**config.mk**
```make
export PLATFORM = sky130hd
export DESIGN_NAME = ncl_hs_reg
export DESIGN_NICKNAME = d
export VERILOG_FILES = /design/src/rtl/ncl_pkg.sv /design/src/rtl/ncl_rst_sync.sv /design/src/rtl/ncl_th_gate.sv /design/src/rtl/ncl_bit_slice.sv /design/src/rtl/ncl_hs_reg.sv
export SDC_FILE = /design/constraint.sdc
export NUM_CORES = 1
export LEC_CHECK = 0
export BUFFER_PORTS_ARGS = -buffer_cell sky130_fd_sc_hd__buf_2
export CORE_AREA = 2 2 39 41
export CTS_CLUSTER_SIZE = 30
export DETAILED_ROUTE_END_ITERATION = 8
export DIE_AREA = 0 0 41 43
export PLACE_DENSITY = 0.68
export SKIP_LAST_GASP = 1
export SYNTH_ARGS = -nofsm -noshare
export SYNTH_HDL_FRONTEND = slang
export SYNTH_HIERARCHICAL = 1
export SYNTH_SLANG_ARGS = --single-unit
```
**constraint.sdc**
```tcl
create_clock -name clk -period 0.8 [get_ports clk]
set_clock_uncertainty 0.15 [all_clocks]
set_input_delay 0.12 -clock clk [delete_from_list [all_inputs] [get_ports clk]]
set_output_delay 0.12 -clock clk [all_outputs]
set_load 0.01 [all_outputs]
```
**src/rtl/ncl_pkg.sv**
```systemverilog
package ncl_pkg;

  // Rail pair code: bit 1 is the one rail, bit 0 is the zero rail.
  typedef enum logic [1:0] {
    RAIL_NULL = 2'b00,
    RAIL_ZERO = 2'b01,
    RAIL_ONE  = 2'b10,
    RAIL_BAD  = 2'b11
  } rail_e;

  // Next value of a hysteresis threshold gate: it turns on when enough inputs
  // are high, and turns off only when no input is high.
  function automatic logic th_next(input logic q, input int unsigned hi_cnt,
                                   input int unsigned thresh);
    if (!q) th_next = (hi_cnt >= thresh);
    else    th_next = (hi_cnt != 0);
  endfunction

  // Reset code for one bit.
  function automatic rail_e rail_reset(input logic load_data, input logic val);
    if (!load_data) rail_reset = RAIL_NULL;
    else if (val)   rail_reset = RAIL_ONE;
    else            rail_reset = RAIL_ZERO;
  endfunction

endpackage

```
**src/rtl/ncl_rst_sync.sv**
```systemverilog
module ncl_rst_sync #(
  parameter int STAGES = 2
) (
  input  logic clk,
  input  logic rst_n,
  output logic rst_q_n
);
  logic [STAGES-1:0] sync_q;
  logic [STAGES-1:0] sync_d;

  always_comb begin
    sync_d = {sync_q[STAGES-2:0], 1'b1};
  end

  always_ff @(posedge clk or negedge rst_n) begin
    if (!rst_n) sync_q <= '0;
    else        sync_q <= sync_d;
  end

  assign rst_q_n = sync_q[STAGES-1];
endmodule

```
**src/rtl/ncl_th_gate.sv**
```systemverilog
module ncl_th_gate
  import ncl_pkg::*;
#(
  parameter int   M     = 2,
  parameter int   N     = 2,
  parameter logic RST_Q = 1'b0
) (
  input  logic         clk,
  input  logic         rst_n,
  input  logic [N-1:0] a,
  output logic         q
);
  localparam int unsigned THRESH = M;

  logic        q_d;
  int unsigned hi_cnt;

  always_comb begin
    hi_cnt = $countones(a);
    q_d    = th_next(q, hi_cnt, THRESH);
  end

  always_ff @(posedge clk or negedge rst_n) begin
    if (!rst_n) q <= RST_Q;
    else        q <= q_d;
  end
endmodule

```
**src/rtl/ncl_bit_slice.sv**
```systemverilog
module ncl_bit_slice
  import ncl_pkg::*;
#(
  parameter logic RST_DATA = 1'b0,
  parameter logic RST_BIT  = 1'b0
) (
  input  logic clk,
  input  logic rst_n,
  input  logic in_r0,
  input  logic in_r1,
  input  logic ki,
  output logic out_r0,
  output logic out_r1,
  output logic has_data
);
  localparam rail_e RST_CODE = rail_reset(RST_DATA, RST_BIT);

  // Rail gates: each combines one input rail with the request line.
  ncl_th_gate #(.M(2), .N(2), .RST_Q(RST_CODE[0])) u_g0 (
    .clk (clk), .rst_n (rst_n), .a ({in_r0, ki}), .q (out_r0)
  );

  ncl_th_gate #(.M(2), .N(2), .RST_Q(RST_CODE[1])) u_g1 (
    .clk (clk), .rst_n (rst_n), .a ({in_r1, ki}), .q (out_r1)
  );

  // Data-present flag over the two stored rails.
  ncl_th_gate #(.M(1), .N(2), .RST_Q(RST_DATA)) u_flag (
    .clk (clk), .rst_n (rst_n), .a ({out_r1, out_r0}), .q (has_data)
  );
endmodule

```
**src/rtl/ncl_hs_reg.sv**
```systemverilog
module ncl_hs_reg #(
  parameter int         N         = 4,
  parameter logic       RST_DATA  = 1'b0,
  parameter logic [N-1:0] RST_VALUE = '0
) (
  input  logic         clk,
  input  logic         rst_n,
  input  logic [N-1:0] din_r0,
  input  logic [N-1:0] din_r1,
  input  logic         ki,
  output logic [N-1:0] dout_r0,
  output logic [N-1:0] dout_r1,
  output logic         ko
);
  logic         rst_q_n;
  logic [N-1:0] data_flag;
  logic         all_done;

  ncl_rst_sync #(.STAGES(2)) u_rst (
    .clk (clk), .rst_n (rst_n), .rst_q_n (rst_q_n)
  );

  for (genvar i = 0; i < N; i++) begin : g_bit
    ncl_bit_slice #(.RST_DATA(RST_DATA), .RST_BIT(RST_VALUE[i])) u_slice (
      .clk      (clk),
      .rst_n    (rst_q_n),
      .in_r0    (din_r0[i]),
      .in_r1    (din_r1[i]),
      .ki       (ki),
      .out_r0   (dout_r0[i]),
      .out_r1   (dout_r1[i]),
      .has_data (data_flag[i])
    );
  end

  // Completion gate: all flags on to set, all flags off to clear.
  ncl_th_gate #(.M(N), .N(N), .RST_Q(RST_DATA)) u_done (
    .clk (clk), .rst_n (rst_q_n), .a (data_flag), .q (all_done)
  );

  assign ko = ~all_done;
endmodule

```
# == After elaboration in Yosys (flattened, before gate mapping) ==
# Cells that the tools add are included.
# word_totals
register_bits,15
inputBits,11
out_inout_bits,9
elab_cells,69
# op_classes
addsub,15
n_lt_le_gt_ge,13
n_mux,13
bitwise,1
n_reduce_logical,13
# ops
op,count
$reduce_bool A32 Y1,13
$ge A32 B2 Y1 const B,8
$ge A32 B1 Y1 const B,4
$add A32 B32 Y32,1
$ge A32 B3 Y1 const B,1
$add A1 B1 Y2,14
$mux W1,13
$not A1 Y1,1

# == Depth between registers and ports, before layout ==
# Gate-level depths: netlist of the first run.
# logic_depth
depth_word,4
mapped_depth,7
depth_no_buf,7

# == Cells and area by module ==
# Netlist of the first run, hierarchy kept.
# by_module_without_submodules
module,n_inst,cells_per_inst,area_per_inst_um2,seq_area_each_um2
ncl_th_gate at g_bit[0].u_slice.u_g0 ...,8,2,36.3,25.0
ncl_th_gate at g_bit[0].u_slice.u_flag ...,4,2,31.3,25.0
ncl_th_gate at u_done,1,11,100.1,25.0
ncl_rst_sync,1,3,53.8,50.0
ncl_hs_reg,1,1,3.8,0.0

# == Worst setup path before layout of the first run ==
# Ideal clock, no wire load.
# synth_path
kind,register -> register
from,reg g_bit[0].u_slice.u_flag.q
to,reg u_done.q
setup_ns,0.121
arrival_ns,1.501
t_required_ns,0.529
path_slack_ns,-0.972
path_stages_with_launch,8
n_path_buf,0
synth_period_minus_slack_ns,1.772
cell_sequence,dfrtp_1 -> inv_1 -> fa_1 -> inv_1 -> ha_1 -> ha_1 -> o21ai_1 -> nand2b_1
# synth_via
elab_chain_cells,4
word_cells_on_any_way,5
classes_between,2 x add/sub; 1 x order compare; 1 x mux; 1 x reduce/logical
# synth_lines
item,line_no,source
start: declaration,ncl_th_gate.sv:11,output logic q
start signal: assignment,ncl_th_gate.sv:25,else q <= q_d;
$add A1 B1 Y2 (not written as such) (*),ncl_th_gate.sv:19,hi_cnt = $countones(a);
$add A32 B32 Y32 (not written as such) (*),ncl_th_gate.sv:19,
$ge A32 B3 Y1 or $reduce_bool A32 Y1 (tied branches),"ncl_pkg.sv:15, ncl_pkg.sv:16",
$mux W1 (*),ncl_pkg.sv:15,if (!q) th_next = (hi_cnt >= thresh);
via u_done.q_d,ncl_th_gate.sv:15,logic q_d;
end signal: assignment,ncl_th_gate.sv:25,
end: declaration,ncl_th_gate.sv:11,
# The timed path passes the listed nets; every way through them passes the cells marked *.

# == Worst setup path after layout of the first run ==
# Same ends and word-level chain as after synthesis.

==> metrics.txt, run 1 <==
hold crit path type=input pin to register; initial antenna violation count=0; worst r2r path cells=7; CP Max Fanout=1; routed wire length=914 um; diode count=0; drt pass-1 iters=3; adder-cell area share of the yosys netlist=23.6%; GR Overflow Total=0; cell row count=14; Hold WS=-0.0347 ns; Distinct cells, synth=9; Mapped Cells=39; largest net degree at the start of global routing=14; sequential area share after synthesis=65.5%; wire length per cell=10.3 um; Syn Nets=53; Buffers on Ports=19; main combinational cell family by area after synthesis=adder cells; CTS tree=built; Fill cells=113; core area=1380 um2; dpl ws=-1.05 ns; TritonCTS Buffers=3; Root Buffer=clkbuf_4; failing checks=negative hold slack, negative setup slack; GPL Wtd Cong=0.676; worst skew pair latency=0.26 ns; Syn-to-layout area delta=50.2%; crit path DAT=1.76 ns; flops & latches, synth=15; Critical Path Sink=u_done/q; multiplexer area fraction after synthesis=0%; Nets=88; # setup viols final=22; hold_buf cts=1; Total GRT Usage=12.3%; Synth warnings=6; Initial Utilization=41.4%; CP Class=register to register; Tmin final=1.75 ns; power after layout=1.80 mW; Die Footprint=1760 um2; Bufs on Longest Clock Path=2; pwr dens=2100 nW/um2; most common cell after layout, fill and taps aside=buf_2; design area=861 um2; Reg-to-Reg Start=g_bit[0].u_slice/u_flag/q; Detail Placement HPWL=663 um; Worst VDD drop=1070 uV; Die W=41 um; CP startpoint=g_bit[0].u_slice/u_flag/q; IO Pins=20; CP endpoint kind=register; final worst slack=-0.950 ns; Lkg Pwr=0.421 nW; run status=finished, violations left; vias=376; Final TNS setup=-6.38 ns; H-tree Lvls=1; commonest cells after routing, fill and taps aside=18 x buf_2, 15 x dfrtp_1, 8 x maj3_2, 8 x buf_6, 4 x or2_1; clock sink count=15; Syn Std Cell Area=573 um2; Residual DRC=0; Die Height=43 um; post-synthesis compound-gate area fraction=0.873%; vias in the first global route=345; Max Fclk=572 MHz; Clock Pin Slew Worst Setup and Hold Paths=0.09 ns; fin. max-slew vios=0; endpoints failing hold=8; Iteration-0 DRC Markers=5; share of cells above drive strength 1=63.0%; XOR/XNOR share of the synthesized area=0%; final antenna-violating net count=0; final cycle utilization of the critical path=219%; Synth Area in Simple Gates=5.46%; drt via density=4.22; CP Launch Type=register; first-pass GRT wire length=1440 um; placed inst area=703 um2; Reg-to-Reg End=u_done/q; max-cap violation count=0; CP required=0.81 ns; Avg Inst Size Synth=14.7 um2; RSZ-0062 raised after global routing=yes; R2R Setup Slk=-0.95 ns
[per-layer routing]
metal / up-vias / global-route usage (%) / part of all wire [%]
met2: 9 / 17.2 / 53
met5: - / 0 / 0
met3: 0 / 3.14 / 4.5
li1: 189 / - / -
met4: 0 / 6.00 / 0
met1: 178 / 17.4 / 42
[what timing repair did]
| item | 4_1_cts | 5_1_grt |
|---|---|---|
| endpoints found under the setup margin | 22 | 22 |
| cloned | 0 | 0 |
| pin swaps | 4 | 5 |
| buffers inserted | 5 | 3 |
| endpoints found under the hold margin | 10 | 8 |
| gates resized for setup | 10 | 5 |
[worst max-delay path: stages (launching register included)]
cell	delay, ns
dfrtp_1	0.34
inv_2	0.04
fa_1	0.54
inv_2	0.05
ha_4	0.15
ha_4	0.20
o21ai_2	0.10
nand2b_1	0.07
[through the flow]
| stage | util, % | hold WS, ns | std cells |
|---|---|---|---|
| global placement | 50.8 | -0.246 | 76 |
| finish | 62.2 | -0.0347 | 89 |
| CTS | 59.0 | -0.0361 | 86 |
| global route | 62.2 | -0.0360 | 89 |
| detailed placement | 50.8 | -0.244 | 76 |
| floorplan | - | -0.326 | 39 |
[cell usage after synthesis (all sizes together)]
cell type / n / area share [%]
maj3: 8 / 16
nand2b: 1 / 1.1
ha: 2 / 4.4
o21ai: 1 / 0.87
conb: 1 / 0.65
dfrtp: 15 / 66
inv: 6 / 3.9
or2: 4 / 4.4
fa: 1 / 3.5
[cell families after synthesis]
family / Yosys count
AO/OA/AOI/OAI: 1
adder cells (fa/ha/maj): 11
buffers and inverters: 6
flip-flops: 15
other: 1
AND/OR/NAND/NOR: 5
[area by class of cell]
cell class | count | area (um2) | area share, %
tap | 16 | 20.0 | 2.33
clock buffer | 4 | 26.3 | 3.05
timing repair buffer | 30 | 213 | 24.7
multi-input combinational | 18 | 204 | 23.7
sequential | 15 | 375 | 43.6
inverter | 6 | 22.5 | 2.62
[how the worst min path moves through the flow]
| stage | endpoint | depth (start not counted) | from | slack [ns] |
|---|---|---|---|---|
| 2_1_floorplan | u_rst/sync_q[0] | 0 | rst_n | -0.33 |
| 3_3_place_gp | u_rst/sync_q[1] | 1 | rst_n | -0.25 |
| 3_5_place_dp | u_rst/sync_q[0] | 1 | rst_n | -0.24 |
| 4_1_cts | g_bit[1].u_slice/u_g0/q | 2 | din_r0[1] | -0.04 |
| 5_1_grt | g_bit[2].u_slice/u_g1/q | 2 | din_r1[2] | -0.04 |
| 6_report | g_bit[1].u_slice/u_g0/q | 2 | din_r0[1] | -0.03 |
[report_power, final]
group / switching, mW / internal [mW]
registers: 0.0574 / 0.847
clock network: 0.215 / 0.193
logic: 0.202 / 0.290
[flip-flops by register name (all words and copies together), names as in the netlist]
register and cells:
g_bit.u_slice/u_flag/q 4, u_done/q 1, g_bit.u_slice/u_g0/q 4, u_rst/sync_q 2, g_bit.u_slice/u_g1/q 4
Power figures use the tool's default switching activity.
==> inputs of run 2 (changes only) <==
Settings changed: CELL_PAD_IN_SITES_DETAIL_PLACEMENT set to 1, CELL_PAD_IN_SITES_GLOBAL_PLACEMENT set to 1, CORE_AREA 2 2 39 41 to not set, CORE_MARGIN set to 1, CORE_UTILIZATION set to 36, DIE_AREA 0 0 41 43 to not set, PLACE_DENSITY 0.68 to 0.71.
==> run 2 against run 1 <==
The flow still finishes with violations (negative hold slack, negative setup slack). Cell area is 1.5% higher. Utilization fell by 3.6 points. Via count is 9.8% higher. Total power up 3.9%. Critical path type unchanged. Critical endpoint unchanged.
==> metrics.txt, run 2 (synthesis gave the netlist of run 1 again) <==
CP required=0.83 ns; max-cap violation count=0; worst r2r path cells=7; sw power=529 uW; core area=1490 um2; share of cells above drive strength 1=63.5%; most common cell after layout, fill and taps aside=buf_2; first-pass GRT wire length=1960 um; failing checks=negative hold slack, negative setup slack; Root Buffer=clkbuf_4; routed wire length=1170 um; final cycle utilization of the critical path=221%; Syn-to-layout area delta=52.4%; vias in the first global route=422; initial antenna violation count=0; Tmin final=1.77 ns; largest net degree at the start of global routing=14; power after layout=1.88 mW; drt pass-1 iters=4; GPL Wtd Cong=0.668; vias=413; diode count=0; CP Launch Type=register; CTS tree=built; run status=finished, violations left; Lkg Pwr=0.432 nW; TritonCTS Buffers=3; endpoints failing hold=10; Initial Utilization=38.5%; fin. max-slew vios=0; worst skew pair latency=0.28 ns; commonest cells after routing, fill and taps aside=17 x buf_2, 15 x dfrtp_1, 11 x buf_6; Pint=1.35 mW; CP Max Fanout=1; hold crit path type=input pin to register; H-tree Lvls=1; Bufs on Longest Clock Path=2; cell row count=14; # setup viols final=22; pwr dens=2150 nW/um2; drt via density=4.59; GR Overflow Total=0; Iteration-0 DRC Markers=2; Reg-to-Reg End=u_done/q; CP Class=register to register; placed inst area=711 um2; Worst VDD drop=1070 uV; combinational share of power=28.0%; Reg-to-Reg Start=g_bit[3].u_slice/u_flag/q; Die Height=41.9 um; Residual DRC=0; IO Pins=20; Buffers on Ports=19; Largest regs=g_bit.u_slice/u_flag/q x4, g_bit.u_slice/u_g0/q x4, g_bit.u_slice/u_g1/q x4; crit path DAT=1.80 ns; final worst slack=-0.965 ns; Nets=89; Clock Pin Slew Worst Setup and Hold Paths=0.10 ns; hold_buf cts=1; Clk pwr share=24.0%; R2R Setup Slk=-0.97 ns; clock sink count=15; CP endpoint kind=register; final antenna-violating net count=0; CP startpoint=g_bit[3].u_slice/u_flag/q; Total GRT Usage=16.3%; Final TNS setup=-6.70 ns; sequential power share=48.0%; Die Footprint=1760 um2; Critical Path Sink=u_done/q; wire length per cell=12.9 um; Net Sw Frac=28.2%; Detail Placement HPWL=734 um; design area=873 um2; Hold WS=-0.0580 ns; RSZ-0062 raised after global routing=yes; Max Fclk=567 MHz; Die W=41.9 um
## run 2: cell count changes in the layout (fill, tap and decap cells not counted)
cell / delta
buf_4: -1
buf_2: -1
buf_6: +3
inv_2: -1
ha_2: +1
clkbuf_1: -1
inv_1: +1
ha_4: -1
clkinv_2: +1
## run 2: routing by layer
metal,GRT usage (%),wire [um],up-vias
met5,0,0,-
met4,7.74,7,0
met3,6.52,40,2
met2,27.5,629,9
met1,17.6,487,208
li1,-,-,194
## run 2: how the worst min path moves through the flow
| stage | start | end | slack (ns) | depth (start not counted) |
|---|---|---|---|---|
| final | din_r0[0] | g_bit[0].u_slice/u_g0/q | -0.06 | 2 |
| after global routing | din_r0[0] | g_bit[0].u_slice/u_g0/q | -0.07 | 2 |
| after CTS | din_r0[2] | g_bit[2].u_slice/u_g0/q | -0.06 | 2 |
| after detailed placement | rst_n | u_rst/sync_q[0] | -0.24 | 1 |
| after global placement | rst_n | u_rst/sync_q[1] | -0.25 | 1 |
| after floorplan | rst_n | u_rst/sync_q[0] | -0.33 | 0 |
## run 2: cell type report
class / count / area [um2]
clock inverters: 1 / 5.00
multi-input cells: 18 / 194
fillers: 154 / 616
clock buffers: 3 / 22.5
inverters: 6 / 22.5
flip-flops and latches: 15 / 375
well taps: 16 / 20.0
repair buffers: 31 / 234
## run 2: timing repair
| item | in CTS | in global routing |
|---|---|---|
| setup endpoints to repair | 22 | 22 |
| buffers inserted | 8 | 2 |
| gates resized for setup | 15 | 3 |
| pin swaps | 5 | 4 |
| cloned | 0 | 0 |
| endpoints found under the hold margin | 10 | 10 |
## run 2: power groups by stage
| stage | Clock, mW | Sequential [mW] | Combinational [mW] |
|---|---|---|---|
| CTS | 0.461 | 0.898 | 0.506 |
| finish | 0.450 | 0.900 | 0.526 |
| global placement | 0 | 0.909 | 0.320 |
| detailed placement | 0 | 0.913 | 0.337 |
| floorplan | 0 | 0.931 | 0.157 |
| global route | 0.510 | 0.911 | 0.591 |
## run 2: critical path, stage by stage (launching register included)
cell and delay [ns]:
dfrtp_1 0.35, inv_2 0.04, fa_1 0.53, inv_1 0.04, ha_2 0.17, ha_4 0.21
o21ai_2 0.10, nand2b_1 0.06
## run 2: per-stage QoR
stage | hold slack, ns | utilization (%) | instances | setup slack [ns]
after detailed placement | -0.245 | 47.7 | 77 | -1.03
after floorplan | -0.326 | - | 39 | -0.959
final | -0.0580 | 58.7 | 90 | -0.965
after global routing | -0.0734 | 58.7 | 90 | -1.04
after global placement | -0.245 | 47.7 | 77 | -0.999
after CTS | -0.0604 | 58.4 | 90 | -0.996
